File: config.mk
export PLATFORM = sky130hd
export DESIGN_NAME = cam_slice
export DESIGN_NICKNAME = d
export VERILOG_FILES = /design/src/rtl/cam_slice_pkg.sv /design/src/rtl/cam_first_set.sv /design/src/rtl/cam_entry_array.sv /design/src/rtl/cam_cascade_ctrl.sv /design/src/rtl/cam_slice.sv
export SDC_FILE = /design/constraint.sdc
export NUM_CORES = 1
export LEC_CHECK = 0
export BUFFER_PORTS_ARGS = -buffer_cell sky130_fd_sc_hd__clkbuf_2
export CAP_MARGIN = 25
export CORE_MARGIN = 2
export CORE_UTILIZATION = 45
export DETAILED_ROUTE_END_ITERATION = 12
export GPL_ROUTABILITY_DRIVEN = 0
export SKIP_CTS_REPAIR_TIMING = 1
export SLEW_MARGIN = 5
export SYNTH_ARGS = -nofsm -noshare
export SYNTH_HDL_FRONTEND = slang
export SYNTH_SLANG_ARGS = --single-unit
File: constraint.sdc
create_clock -name clk -period 6 [get_ports clk]
set_clock_uncertainty 0.1 [all_clocks]
set_input_delay 0.3 -clock clk [delete_from_list [all_inputs] [get_ports clk]]
set_output_delay 0.3 -clock clk [all_outputs]
set_load 0.01 [all_outputs]
File: src/rtl/cam_slice_pkg.sv
`timescale 1ns/1ps
// Shared operation codes for the chainable CAM slice.
// Assumes a three-bit operation field on the bus.
package cam_slice_pkg;
    typedef enum logic [2:0] {
        OP_IDLE      = 3'd0,
        OP_LOAD_CMP  = 3'd1,
        OP_PUSH_FREE = 3'd2,
        OP_WRITE_HIT = 3'd3,
        OP_DROP_HIT  = 3'd4,
        OP_SET_PAGE  = 3'd5,
        OP_SET_MODE  = 3'd6,
        OP_READ_HIT  = 3'd7
    } cam_op_e;
endpackage

File: src/rtl/cam_first_set.sv
`timescale 1ns/1ps
// Finds the lowest set bit of a vector and reports whether any bit is set.
// Purely combinational; assumes N >= 1.
module cam_first_set #(
    parameter int N    = 16,
    parameter int IDXW = (N > 1) ? $clog2(N) : 1
) (
    input  logic [N-1:0]    vec,
    output logic            any,
    output logic [IDXW-1:0] idx
);
    // Scan downward so the lowest set bit wins.
    always_comb begin
        any = 1'b0;
        idx = '0;
        for (int i = N - 1; i >= 0; i--) begin
            if (vec[i]) begin
                any = 1'b1;
                idx = i[IDXW-1:0];
            end
        end
    end
endmodule

File: src/rtl/cam_entry_array.sv
`timescale 1ns/1ps
// Entry storage with valid bits and a parallel compare against the comparand.
// Assumes at most one of wr_en / clr_en is high in a clock.
module cam_entry_array #(
    parameter int ENTRIES = 16,
    parameter int WIDTH   = 16,
    localparam int IDXW   = (ENTRIES > 1) ? $clog2(ENTRIES) : 1
) (
    input  logic               clk,
    input  logic               rst_n,
    input  logic [WIDTH-1:0]   cmp_val,
    input  logic               wr_en,
    input  logic [IDXW-1:0]    wr_idx,
    input  logic [WIDTH-1:0]   wr_val,
    input  logic               clr_en,
    input  logic [IDXW-1:0]    clr_idx,
    output logic [ENTRIES-1:0] valid_q,
    output logic [ENTRIES-1:0] match
);
    logic [WIDTH-1:0] data_q [ENTRIES];

    for (genvar g = 0; g < ENTRIES; g++) begin : g_entry
        // Hold one entry and its valid bit.
        always_ff @(posedge clk) begin
            if (!rst_n) begin
                valid_q[g] <= 1'b0;
                data_q[g]  <= '0;
            end else if (wr_en && wr_idx == g[IDXW-1:0]) begin
                valid_q[g] <= 1'b1;
                data_q[g]  <= wr_val;
            end else if (clr_en && clr_idx == g[IDXW-1:0]) begin
                valid_q[g] <= 1'b0;
            end
        end

        // Compare this entry against the comparand.
        assign match[g] = valid_q[g] && (data_q[g] == cmp_val);
    end

    // a write leaves its target valid; a drop leaves it invalid.
    a_r4_write_sets_valid: assert property (@(posedge clk) disable iff (!rst_n)
        wr_en |=> valid_q[$past(wr_idx)]);
    a_r10_drop_clears_valid: assert property (@(posedge clk) disable iff (!rst_n)
        (clr_en && !wr_en) |=> !valid_q[$past(clr_idx)]);
endmodule

File: src/rtl/cam_cascade_ctrl.sv
`timescale 1ns/1ps
// Chain lock state and the accept decision for each bus cycle.
// Assumes hm_here / nf_here come from settled chain inputs in the same clock.
module cam_cascade_ctrl
    import cam_slice_pkg::*;
(
    input  logic       clk,
    input  logic       rst_n,
    input  logic       cyc,
    input  logic [2:0] op,
    input  logic       casc_en,
    input  logic       enhanced,
    input  logic       hm_here,
    input  logic       nf_here,
    output logic       accept,
    output logic       locked_q
);
    logic target_ok;
    logic gate_ok;

    // Operation-specific target: highest match, first free, or any slice.
    always_comb begin
        unique case (cam_op_e'(op))
            OP_WRITE_HIT, OP_DROP_HIT, OP_READ_HIT: target_ok = hm_here;
            OP_PUSH_FREE, OP_SET_PAGE:              target_ok = nf_here;
            OP_LOAD_CMP, OP_SET_MODE:               target_ok = 1'b1;
            default:                                target_ok = 1'b0;
        endcase
    end

    // Lock gate: open when unlocked, highest match only when locked.
    always_comb begin
        if (!locked_q)     gate_ok = 1'b1;
        else if (casc_en)  gate_ok = enhanced ? 1'b1 : hm_here;
        else               gate_ok = hm_here;
    end

    assign accept = cyc && gate_ok && target_ok;

    // Track the lock: each cycle records its enable-cascade level.
    always_ff @(posedge clk) begin
        if (!rst_n)   locked_q <= 1'b0;
        else if (cyc) locked_q <= casc_en;
    end

    // locked in standard mode, only the highest match accepts.
    a_r7_std_lock_hm_only: assert property (@(posedge clk) disable iff (!rst_n)
        (locked_q && casc_en && !enhanced && accept) |-> hm_here);
    // an unlocking cycle acts only in the highest match.
    a_r8_unlock_hm_only: assert property (@(posedge clk) disable iff (!rst_n)
        (locked_q && !casc_en && accept) |-> hm_here);
    // a cycle with enable-cascade low leaves the chain unlocked.
    a_r6_unlock_follows: assert property (@(posedge clk) disable iff (!rst_n)
        (cyc && !casc_en) |=> !locked_q);
endmodule

File: src/rtl/cam_slice.sv
`timescale 1ns/1ps
// One chainable CAM slice: comparand, entries, match and free-entry chains,
// lock control and a page number loaded through the full chain.
// Assumes PAGE_W <= WIDTH and that the first slice ties full_in high, match_in low.
module cam_slice
    import cam_slice_pkg::*;
#(
    parameter int ENTRIES = 16,
    parameter int WIDTH   = 16,
    parameter int PAGE_W  = 8,
    localparam int IDXW   = (ENTRIES > 1) ? $clog2(ENTRIES) : 1
) (
    input  logic                   clk,
    input  logic                   rst_n,
    input  logic                   cyc,
    input  logic [2:0]             op,
    input  logic [WIDTH-1:0]       wr_data,
    input  logic                   casc_en,
    input  logic                   full_in,
    input  logic                   match_in,
    output logic                   full_out,
    output logic                   match_out,
    output logic                   resp,
    output logic [PAGE_W+IDXW-1:0] hit_addr
);
    logic [WIDTH-1:0]   comparand_q;
    logic [PAGE_W-1:0]  page_q;
    logic               enhanced_q;
    logic [ENTRIES-1:0] valid;
    logic [ENTRIES-1:0] match;
    logic               hit_any;
    logic [IDXW-1:0]    hit_idx;
    logic               free_any;
    logic [IDXW-1:0]    free_idx;
    logic               hm_here;
    logic               nf_here;
    logic               accept;
    logic               locked;
    logic               wr_en;
    logic               clr_en;
    logic [IDXW-1:0]    wr_idx;
    logic [WIDTH-1:0]   wr_val;

    cam_entry_array #(.ENTRIES(ENTRIES), .WIDTH(WIDTH)) u_array (
        .clk(clk), .rst_n(rst_n), .cmp_val(comparand_q),
        .wr_en(wr_en), .wr_idx(wr_idx), .wr_val(wr_val),
        .clr_en(clr_en), .clr_idx(hit_idx),
        .valid_q(valid), .match(match)
    );

    cam_first_set #(.N(ENTRIES), .IDXW(IDXW)) u_hit_enc (
        .vec(match), .any(hit_any), .idx(hit_idx)
    );

    cam_first_set #(.N(ENTRIES), .IDXW(IDXW)) u_free_enc (
        .vec(~valid), .any(free_any), .idx(free_idx)
    );

    // Chain roles of this slice.
    assign hm_here   = !match_in && hit_any;
    assign nf_here   = full_in && free_any;
    assign full_out  = full_in && !free_any;
    assign match_out = match_in || hit_any;
    assign hit_addr  = {page_q, hit_idx};

    cam_cascade_ctrl u_ctrl (
        .clk(clk), .rst_n(rst_n), .cyc(cyc), .op(op), .casc_en(casc_en),
        .enhanced(enhanced_q), .hm_here(hm_here), .nf_here(nf_here),
        .accept(accept), .locked_q(locked)
    );

    assign resp = accept;

    // Steer entry writes: push takes the comparand, write-hit takes bus data.
    always_comb begin
        wr_en  = accept && (op == OP_PUSH_FREE || op == OP_WRITE_HIT);
        clr_en = accept && (op == OP_DROP_HIT);
        wr_idx = (op == OP_PUSH_FREE) ? free_idx : hit_idx;
        wr_val = (op == OP_PUSH_FREE) ? comparand_q : wr_data;
    end

    // Comparand, page and mode registers.
    always_ff @(posedge clk) begin
        if (!rst_n) begin
            comparand_q <= '0;
            page_q      <= '0;
            enhanced_q  <= 1'b0;
        end else if (accept) begin
            if (op == OP_LOAD_CMP) comparand_q <= wr_data;
            if (op == OP_SET_PAGE) page_q      <= wr_data[PAGE_W-1:0];
            if (op == OP_SET_MODE) enhanced_q  <= wr_data[0];
        end
    end

    // the first clock out of reset sees a cleared slice.
    a_r1_reset_clear: assert property (@(posedge clk) disable iff (!rst_n)
        $rose(rst_n) |-> (valid == '0 && page_q == '0 && !enhanced_q && !locked));
    // an accepted push adds exactly one valid entry.
    a_r4_push_grows: assert property (@(posedge clk) disable iff (!rst_n)
        (resp && op == OP_PUSH_FREE) |=> ($countones(valid) == $past($countones(valid)) + 1));
    // the page changes only through an accepted page load.
    a_r5_page_hold: assert property (@(posedge clk) disable iff (!rst_n)
        !(resp && op == OP_SET_PAGE) |=> $stable(page_q));
    // a push is never accepted when this slice reports full.
    a_r3_full_blocks_push: assert property (@(posedge clk) disable iff (!rst_n)
        (resp && op == OP_PUSH_FREE) |-> !full_out);
endmodule

Yosys cells after proc, flatten, opt, wreduce, memory -nomap -nowiden
Memory sizes are Yosys's and may differ from the RTL's.
Index checks and enable logic that the tools add are counted.

operators by class
  $add $sub $neg = 0
  multipliers = 0
  div/mod/pow operators = 0
  $lt $le $gt $ge = 0
  equal/unequal tests = 53
  shifts and indexed selects = 0
  muxes and demuxes = 167
  bitwise operators = 17
  reductions and logical operators = 83

operator list
  cell                                                                   number
  16-bit 2-to-1 mux                                                      17
  16-bit equality test                                                   16
  4-bit 2-to-1 mux                                                       33
  1-bit 2-to-1 mux                                                       116
  4-bit equality test, second input constant                             16
  1-bit logical AND                                                      55
  4-bit by 3-bit equality test with 1-bit output, second input constant  8
  2-bit nonzero test                                                     16
  4-bit by 2-bit equality test with 1-bit output, second input constant  4
  16-bit NOT                                                             1
  1-bit OR                                                               16
  3-bit equality test, second input constant                             4
  4-bit by 1-bit equality test with 1-bit output, second input constant  2
  4-bit logical NOT                                                      2
  3-bit by 2-bit equality test with 1-bit output, second input constant  2
  2-bit AND reduction                                                    3
  2-bit OR reduction                                                     2
  3-bit by 1-bit equality test with 1-bit output, second input constant  1
  1-bit case mux with 3 select lines                                     1
  3-bit OR reduction                                                     1
  1-bit logical NOT                                                      2
  1-bit logical OR                                                       2

storage, ports and cells
  bits in registers = 42
  latch bits = 0
  bits in writable memories = 256
  bits in read-only memories = 0
  bits of input ports = 25
  output and inout port bits = 15
  memories kept = 1

memories
  name            words  width  read ports  clocked after memory_dff  wr ports  line                   RTL
  u_array.data_q  16     16     16          0                         16        cam_entry_array.sv:20  logic [WIDTH-1:0] data_q [ENTRIES];

Depth between registers and ports, before layout
Gate-level depths: netlist of the first run.

  depth in word-level cells = 30
  gate-level depth with buffers = 14

Modules after synthesis
Synthesis of the first run repeated with hierarchy kept, for this count alone.

second synthesis, totals
  cells, all modules = 1265
  area total of the unflattened synthesis = 15200.8 µm²

modules (own cells, without submodules)
  module            times used  cells an instance  area each (µm²)  seq. area each (µm²)
  cam_entry_array   1           1040               13406.6          8007.7
  cam_slice         1           148                1347.5           500.5
  cam_first_set     2           33                 178.9            0.0
  cam_cascade_ctrl  1           11                 88.8             20.0

Worst setup path after synthesis of the first run
No wires, ideal clock.

  path kind = register -> register
  start point = reg comparand_q[11]
  end point = mem u_array.data_q[2][0] (netlist: u_array.data_q[0][32]), enable pin
  library setup time = 411 ps
  arrival = 4123 ps
  required time = 5489 ps
  slack = 1366 ps
  stages on the path, launching flop included = 13
  path buffers = 3
  cell sequence = dfxtp_1 > buf_4 > buf_4 > xor2_1 > or4_1 > or3_1 > or4_1 > o2111ai_1 > a41oi_1 > a21oi_1 > a21oi_1 > clkbuf_1 > o21ai_0

RTL lines
  element                   line                   RTL
  start: declaration        cam_slice.sv:26        logic [WIDTH-1:0] comparand_q;
  start signal: assignment  cam_slice.sv:89        if (op == OP_LOAD_CMP) comparand_q <= wr_data;
  end: declaration          cam_entry_array.sv:20

==> flow_summary.json, run 1 <==
{
  "status": "complete, no violations",
  "grt_use_total": 0.277,
  "via_count": 12500,
  "ys_types": 76,
  "synthArstFlopShare": 0,
  "syn-instance-count": 1480,
  "syn_area_um2": 16600,
  "instances_no_fill": 2021,
  "place_inst": 1943,
  "max-cap-violations": 0,
  "drtIter0Drc": 1384,
  "drt-vias-per-instance": 6.18,
  "synth_seq_cells": 298,
  "holdPathStages": 3,
  "worstHoldStart": "op[1]",
  "regToRegStartpoint": "comparand_q[12]",
  "r2r_slack_ns": 1.05,
  "p_per_area_nw_per_um2": 256,
  "die_area_um2": 38400,
  "ant_nets": 0,
  "finish.utilization": 0.513,
  "startpoint": "comparand_q[12]",
  "arrival_ns": 5.26,
  "setup_viol": 0,
  "first_global_vias": 12000,
  "antenna_found_initial": 0,
  "synthFlopType": "edfxtp_1",
  "grt_pass1_wl_um": 77900,
  "portBuffers": 39,
  "clk_pin_slew_ns": 0.07,
  "fmaxAchievable_mhz": 202,
  "drt_first_pass_iters": 6,
  "synth_edf_count": 256,
  "ys_seq_area_frac": 0.514,
  "grt_max_degree": 69,
  "cp_max_fo": 68,
  "cts-root-buf": "clkbuf_16",
  "p_leak_uw": 0.00647,
  "post_drt_wl_per_cell_um": 26.3,
  "cts_num_sinks": 298,
  "setup_tns_ns": 0,
  "area_growth_pct": 12.6,
  "period_share": 0.825,
  "fin_total_pwr_uw": 4780,
  "critPathLaunchType": "register",
  "final_max_slew_viol_count": 0,
  "finalHoldViolations": 0,
  "syn_nets": 1505,
  "drcViolationCount": 0,
  "drive_above_1_share": 0.173,
  "gr-total-overflow": 0,
  "pin_count": 40,
  "htreeDepth": 1,
  "wirelength_um": 53100,
  "syn_area_per_cell_um2": 11.2,
  "layout.nets": 1553,
  "ys_warn_count": 0,
  "hold_class": "in -> reg",
  "clockBufferDepth": 3,
  "layout_min_cycle_time_ns": 4.95,
  "tightest_slew_ns": 1.11,
  "start_util": 0.456,
  "hold_ws_ns": 0.0494,
  "fp-row-count": 70,
  "cts_tree": "done",
  "crit_required_ns": 6.31,
  "ir_worst_vdd_mv": 0.148,
  "n_antenna_cell": 0,
  "crit_path_end_kind": "register",
  "reg2reg_to": "u_array.data_q[1][124]",
  "cts_buffers": 31,
  "die_x_um": 196,
  "critPathKind": "reg -> reg",
  "slew_headroom": 0.242,
  "r2r_cells": 11,
  "grt_setup_unrepaired": "no",
  "die_h_um": 196,
  "clock_latency_ns": 0.59,
  "hpwl_um": 33900,
  "worst_hold_path.endpoint": "enhanced_q",
  "core_area_um2": 36400
}
per-layer routing:
layer / vias up / track usage / share of wire
li1: 5611 / - / -
met3: 141 / 0.0444 / 0.085
met4: 0 / 0.129 / 0.047
met1: 6183 / 0.375 / 0.41
met5: - / 0 / 0
met2: 554 / 0.438 / 0.45
kinds of logic (layout without fill, tap and decap cells):
kind of cell / after synthesis / in the layout / share of synthesized area
compound gates: 102 / 102 / 0.0461
xor+xnor: 256 / 256 / 0.135
buf+inv: 136 / 209 / 0.0479
flops: 298 / 298 / 0.514
mux: 41 / 41 / 0.0247
simple gates: 647 / 647 / 0.232
per-stage QoR:
stage          setup slack [ns]  cell area [µm²]
3_5_place_dp               1.08            17400
4_1_cts                    1.05            18500
6_report                   1.05            18700
3_3_place_gp               1.11            17300
2_1_floorplan              1.37            16600
5_1_grt                   0.890            18700
worst max-delay path by stage:
stage / end / cells after the start
2_1_floorplan: u_array.data_q[0][32] / 12
3_3_place_gp: u_array.data_q[1][25] / 11
3_5_place_dp: u_array.data_q[0][85] / 11
4_1_cts: u_array.data_q[0][81] / 11
5_1_grt: u_array.data_q[1][123] / 11
6_report: u_array.data_q[1][124] / 11
state kept, by name, indices dropped and copies added, names as in the netlist:
register,cells
comparand_q,16
enhanced_q,1
page_q,8
u_array.data_q,256
u_array.valid_q,16
u_ctrl.locked_q,1
Yosys cell counts, types with 8 or more instances:
library cell | count | area (µm²)
nand3_1 | 15 | 75.1
nor3_2 | 48 | 480
buf_2 | 23 | 115
xnor2_1 | 131 | 1150
nor2_1 | 55 | 206
or4_1 | 39 | 293
o21ai_1 | 8 | 40.0
nand4b_1 | 9 | 78.8
nand2_1 | 83 | 312
nor3b_1 | 10 | 75.1
nor4_1 | 39 | 244
buf_6 | 29 | 327
inv_1 | 14 | 52.6
mux2i_1 | 41 | 410
clkbuf_1 | 59 | 221
nor3_1 | 222 | 1110
xor2_1 | 125 | 1090
a21oi_1 | 13 | 65.1
edfxtp_1 | 256 | 7690
nor4b_1 | 16 | 140
nand4_1 | 52 | 325
buf_4 | 10 | 75.1
dfxtp_1 | 42 | 841
o21ai_0 | 19 | 95.1
power by group:
group          switching [µW]  leakage, µW  internal, µW
logic                     272      0.00296           131
clock network             826     0.000526          1220
registers                34.1      0.00298          2310
total                    1130      0.00647          3650
cell usage in the layout, fill, tap and decap left out, types with 5 or more instances in the layout:
cell | Yosys | final
edfxtp_1 | 256 | 256
nor3_1 | 222 | 221
xnor2_1 | 131 | 131
xor2_1 | 125 | 125
nand2_1 | 83 | 83
buf_4 | 10 | 75
nor2_1 | 55 | 55
nand4_1 | 52 | 52
nor3_2 | 48 | 49
dfxtp_1 | 42 | 42
nor4_1 | 39 | 39
clkbuf_2 | 0 | 39
or4_1 | 39 | 37
clkbuf_16 | 0 | 31
mux2i_1 | 41 | 25
dlygate4sd3_1 | 0 | 19
o21ai_1 | 8 | 16
nor4b_1 | 16 | 16
nand3_1 | 15 | 15
inv_1 | 14 | 14
a21oi_1 | 13 | 12
mux2i_2 | 0 | 12
o21ai_0 | 19 | 11
nor3b_1 | 10 | 10
nand4b_1 | 9 | 9
clkbuf_1 | 59 | 8
clkbuf_8 | 0 | 8
and3_1 | 7 | 7
and2_1 | 7 | 7
or2_2 | 6 | 6
o22ai_1 | 6 | 6
a31o_2 | 5 | 5
nand3b_1 | 5 | 5
or4b_2 | 4 | 5
critical path: stages, from the launching register on:
cell     delay, ns
dfxtp_1       0.79
buf_4         0.30
xnor2_1       0.16
nand4_1       0.11
or4b_1        0.52
nor4_2        0.67
or4_1         0.23
nor2_1        0.08
o41ai_4       0.43
or4b_2        0.64
buf_4         0.39
nor3_1        0.30
final cells by class:
type | count | area (µm²)
Tap cell | 468 | 586
Clock buffer | 47 | 916
Fill cell | 3188 | 17700
Sequential cell | 298 | 8530
Multi-Input combinational cell | 1046 | 7410
Clock inverter | 11 | 155
Timing Repair Buffer | 137 | 1050
Inverter | 14 | 52.6
Power figures use the tool's default switching activity.
==> inputs of run 2 (changes only) <==
- clock period: 6 -> 4.5 ns (I/O delays scaled with it)
==> flow_summary.json, run 2 (synthesis gave the netlist of run 1 again) <==
{
  "wirelength_um": 54500,
  "clk_pin_slew_ns": 0.06,
  "post_drt_wl_per_cell_um": 26.7,
  "hpwl_um": 34500,
  "cts_num_sinks": 298,
  "switchingPower_uw": 1530,
  "seqCellArea_um2": 8530,
  "path_delay_family": "simple AND/OR/NAND/NOR gates",
  "grt_pass1_wl_um": 79000,
  "finalHoldViolations": 0,
  "critPathMaxStageDelay_ns": 0.55,
  "status": "complete, no violations",
  "arrival_ns": 4.50,
  "core_area_um2": 36400,
  "max-cap-violations": 0,
  "die_x_um": 196,
  "critPathKind": "reg -> reg",
  "grt_setup_unrepaired": "no",
  "drcViolationCount": 0,
  "setup_viol": 0,
  "r2r_slack_ns": 0.16,
  "layout.nets": 1575,
  "drt-vias-per-instance": 6.21,
  "crit_chain": "buf_12 > xnor2_1 > nand4_1 > or4b_4 > nor4_4 > or4_1 > nor2_1 > o41ai_4 > buf_4 > nand4_1 > o21ai_1 > buf_4",
  "n_antenna_cell": 0,
  "intPower_uw": 4920,
  "portBuffers": 39,
  "drive_above_1_share": 0.187,
  "die_h_um": 196,
  "cts_tree": "done",
  "grt_max_degree": 69,
  "instances_no_fill": 2043,
  "final_common_cell": "edfxtp_1",
  "p_leak_uw": 0.00663,
  "drt_first_pass_iters": 5,
  "crit_path_end_kind": "register",
  "place_inst": 1965,
  "clockBufferDepth": 3,
  "ir_worst_vdd_mv": 0.287,
  "critPathLaunchType": "register",
  "crit_required_ns": 4.66,
  "start_util": 0.456,
  "pin_count": 40,
  "gr-total-overflow": 0,
  "setup_ws_ns": 0.164,
  "slew_headroom": 0.252,
  "period_share": 0.964,
  "critPathBufInv": 3,
  "grt_use_total": 0.282,
  "pwr-share-clk": 0.431,
  "top_register": "u_array.data_q",
  "dp_slack_ns": 0.333,
  "cp_slowest_cell": "or4b_4",
  "cp_max_fo": 18,
  "largest_reg_flops": 256,
  "fill_cells": 3149,
  "die_area_um2": 38400,
  "hold_ws_ns": 0.159,
  "reg.largest.list": "u_array.data_q: 256 flops, comparand_q: 16 flops, u_array.valid_q: 16 flops",
  "p_per_area_nw_per_um2": 338,
  "antenna_found_initial": 0,
  "sequentialPowerShare": 0.483,
  "most-common-layout-cells": "256 x edfxtp_1, 221 x nor3_1, 131 x xnor2_1",
  "htreeDepth": 1,
  "via_count": 12700,
  "first_global_vias": 12000,
  "fp-row-count": 70,
  "multi_input_area_um2": 7410,
  "hold_class": "in -> reg",
  "p_sw_frac": 0.237,
  "tightest_slew_ns": 1.11,
  "p_comb_frac": 0.086,
  "final_max_slew_viol_count": 0,
  "cts_buffers": 31,
  "clock_latency_ns": 0.60,
  "setup_tns_ns": 0,
  "ant_nets": 0,
  "layout_min_cycle_time_ns": 4.34,
  "finish.utilization": 0.523,
  "cts-root-buf": "clkbuf_16",
  "drtIter0Drc": 1691,
  "area_growth_pct": 14.8,
  "fmaxAchievable_mhz": 231
}
[run 2: cell count changes in the layout (fill, tap and decap cells not counted), sizes merged]
cell,change
buf,+21
clkbuf,-11
dlygate4sd3,+1
bufinv,+3
clkinv,+5
clkinvlp,+3
[run 2: worst register-to-register path, delay by kind of cell (launching register included)]
family                 cells  cell delay (ns)
XOR/XNOR                   1             0.20
flip-flops                 1             0.35
buffers and inverters      3             0.74
AND/OR/NAND/NOR            6             1.89
AO/OA/AOI/OAI              2             0.73
[run 2: final timing paths]
kind                   from               endpoint  cells past startpoint
max          comparand_q[1]  u_array.data_q[1][31]                     12
min                     cyc     u_array.valid_q[1]                      4
max reg2reg  comparand_q[1]  u_array.data_q[1][31]                     12
min reg2reg       page_q[7]              page_q[7]                      2
[run 2: layout make-up]
class                      instances  area share
clock buffer                      36      0.0417
clock inverter                    22      0.0154
inverter                          14     0.00276
multi-input combinational       1046       0.389
sequential                       298       0.448
tap                              468      0.0307
timing repair buffer             159      0.0724
[run 2: metal layers]
layer,wire [µm],up-vias,GRT usage
met5,0,-,0
met4,2760,0,0.132
met3,5780,154,0.0547
met2,24200,703,0.441
met1,21700,6159,0.380
li1,-,5673,-
[run 2: per-stage QoR]
step / total power (µW) / cell area, µm²
2_1_floorplan: 3480 / 16600
3_3_place_gp: 3690 / 17700
3_5_place_dp: 3700 / 17800
4_1_cts: 6450 / 18800
5_1_grt: 6600 / 19000
6_report: 6450 / 19000
[run 2: power groups by stage]
stage	combinational, µW	sequential, µW	clock [µW]
after global routing	581	3120	2900
after global placement	518	3170	0
after CTS	528	3110	2800
after detailed placement	525	3170	0
after floorplan	311	3170	0
final	551	3110	2780
==> inputs of run 3 (changes only) <==
- BUFFER_PORTS_ARGS: -buffer_cell sky130_fd_sc_hd__clkbuf_2 -> -buffer_cell sky130_fd_sc_hd__buf_2
- SYNTH_HIERARCHICAL: unset -> 1
==> flow_summary.json, run 3 <==
{
  "htreeDepth": 2,
  "clockBufferDepth": 3,
  "final_common_cell": "and2_1",
  "layout_min_cycle_time_ns": 4.21,
  "setup_viol": 0,
  "portBuffers": 39,
  "ant_nets": 0,
  "r2r_cells": 13,
  "fin_total_pwr_uw": 6300,
  "die_x_um": 188,
  "top_register": "u_array/data_q",
  "ys_warn_count": 6,
  "ir_worst_vdd_mv": 0.219,
  "drive_above_1_share": 0.156,
  "synth_edf_count": 256,
  "yosys.area.top_type": "edfxtp_1",
  "hold_ws_ns": 0.0301,
  "max-cap-violations": 0,
  "pin_count": 40,
  "first_global_vias": 9707,
  "drcViolationCount": 0,
  "via_count": 9981,
  "fp-row-count": 67,
  "syn_area_um2": 15200,
  "tightest_slew_ns": 0.737,
  "slew_headroom": 0.509,
  "cts_num_sinks": 298,
  "layout.nets": 1379,
  "holdPathStages": 3,
  "grt_use_total": 0.252,
  "post_drt_wl_per_cell_um": 24.4,
  "antenna_found_initial": 1,
  "crit_path_end_kind": "register",
  "n_antenna_cell": 0,
  "die_h_um": 188,
  "most-common-layout-cells": "257 x and2_1, 256 x edfxtp_1, 193 x xnor2_1",
  "worst_hold_path.endpoint": "enhanced_q",
  "syn_area_per_cell_um2": 12.0,
  "synthTopCellsByArea": "edfxtp_1 51%, xnor2_1 11%, and2_1 11%, dfxtp_1 5.5%, xor2_1 3.7%",
  "hpwl_um": 26800,
  "largest_reg_flops": 256,
  "clock_latency_ns": 0.52,
  "core_area_um2": 33400,
  "die_area_um2": 35300,
  "synth_top_area_frac": 0.506,
  "drt-vias-per-instance": 5.47,
  "ys_seq_area_frac": 0.561,
  "synthArstFlopShare": 0,
  "cts_tree": "done",
  "ys_types": 50,
  "critPathKind": "reg -> reg",
  "grt_pass1_wl_um": 64100,
  "arrival_ns": 4.31,
  "drt_first_pass_iters": 7,
  "synth_common_cells": "257 x and2_1, 256 x edfxtp_1, 193 x xnor2_1",
  "drtIter0Drc": 858,
  "fmaxAchievable_mhz": 237,
  "setup_ws_ns": 0.289,
  "cts-root-buf": "clkbuf_16",
  "clk_pin_slew_ns": 0.06,
  "reg.largest.list": "u_array/data_q: 256 flops, comparand_q: 16 flops, u_array/valid_q: 16 flops",
  "dp_slack_ns": 0.283,
  "period_share": 0.936,
  "syn_nets": 1290,
  "grt_setup_unrepaired": "no",
  "synthFlopType": "edfxtp_1",
  "critPathLaunchType": "register",
  "p_leak_uw": 0.00622,
  "status": "complete, no violations",
  "r2r_slack_ns": 0.29,
  "gr-total-overflow": 0,
  "final_max_slew_viol_count": 0,
  "start_util": 0.456,
  "p_per_area_nw_per_um2": 361,
  "worstHoldStart": "op[1]",
  "reg2reg_to": "u_array/data_q[0][79]",
  "finalHoldViolations": 0,
  "cts_buffers": 34,
  "syn-instance-count": 1265,
  "synth.most_common_cell": "and2_1",
  "synth_seq_cells": 298,
  "wirelength_um": 44400,
  "hold_class": "in -> reg",
  "regToRegStartpoint": "comparand_q[2]",
  "grt_max_degree": 56,
  "cp_max_fo": 16,
  "area_growth_pct": 15.0,
  "crit_required_ns": 4.60
}
run 3: changes by cell type after synthesis, moves of 16 or more:
cell and change:
buf_6 -26, nor3_1 -215, clkbuf_1 -36, or4_1 -39
and2_1 +250, xnor2_1 +62, nor4b_1 -16, xor2_1 -61
nor3_2 -48, mux2_2 +19, buf_2 +27, nor2_1 -39
run 3: worst max path at each step:
stage,startpoint,endpoint,slack (ns),cells past startpoint
after floorplan,comparand_q[6],u_array/data_q[0][64],-0.33,14
after global placement,comparand_q[1],u_array/data_q[0][71],0.38,14
after detailed placement,comparand_q[1],u_array/data_q[0][67],0.28,14
after CTS,comparand_q[1],u_array/data_q[0][78],0.23,14
after global routing,comparand_q[2],u_array/data_q[0][3],0.04,13
final,comparand_q[2],u_array/data_q[0][79],0.29,13
run 3: cells by family (layout without fill, tap and decap cells):
family,Yosys count,count (layout),synth area share
AOI/OAI and AO/OA,66,66,0.0264
xor gates and xnor gates,257,257,0.148
buffers and inverters,104,215,0.0347
DFF,298,298,0.561
muxes,46,46,0.0319
and+or+nand+nor,494,494,0.198
run 3: stage by stage:
| stage | util | cell area (µm²) | setup TNS [ns] | instances |
|---|---|---|---|---|
| after floorplan | - | 15200 | -38.19 | 1265 |
| after global placement | 0.485 | 16200 | 0 | 1747 |
| after detailed placement | 0.486 | 16200 | 0 | 1748 |
| after CTS | 0.518 | 17300 | 0 | 1806 |
| after global routing | 0.524 | 17500 | 0 | 1824 |
| final | 0.524 | 17500 | 0 | 1824 |
run 3: area by class of cell:
cell class	count	area, µm²
fill	2979	15900
clock buffer	46	960
tap	448	561
sequential	298	8530
timing repair buffer	135	1070
multi-input combinational	863	6150
clock inverter	12	128
inverter	22	82.6
run 3: layer usage:
metal	routed length, µm	track usage	share of wire
met1	19300	0.351	0.43
met2	20900	0.408	0.47
met3	2770	0.0320	0.062
met4	1490	0.0869	0.034
met5	0	0	0
run 3: worst max-delay path, stage by stage (launching register included):
cell and delay (ns):
dfxtp_1 0.69, buf_4 0.27, xnor2_1 0.13, nand4_1 0.17, nor4_1 0.51, nor2_1 0.15
and3_1 0.22, nand4_1 0.12, nor2b_1 0.14, o21a_1 0.16, and3b_2 0.24, or3b_4 0.54
o21ai_1 0.17, buf_4 0.27
run 3: report_power, final:
| group | internal (µW) | total, µW | switching, µW |
|---|---|---|---|
| clock network | 1660 | 2750 | 1090 |
| registers | 3100 | 3160 | 53.0 |
| logic | 145 | 398 | 253 |
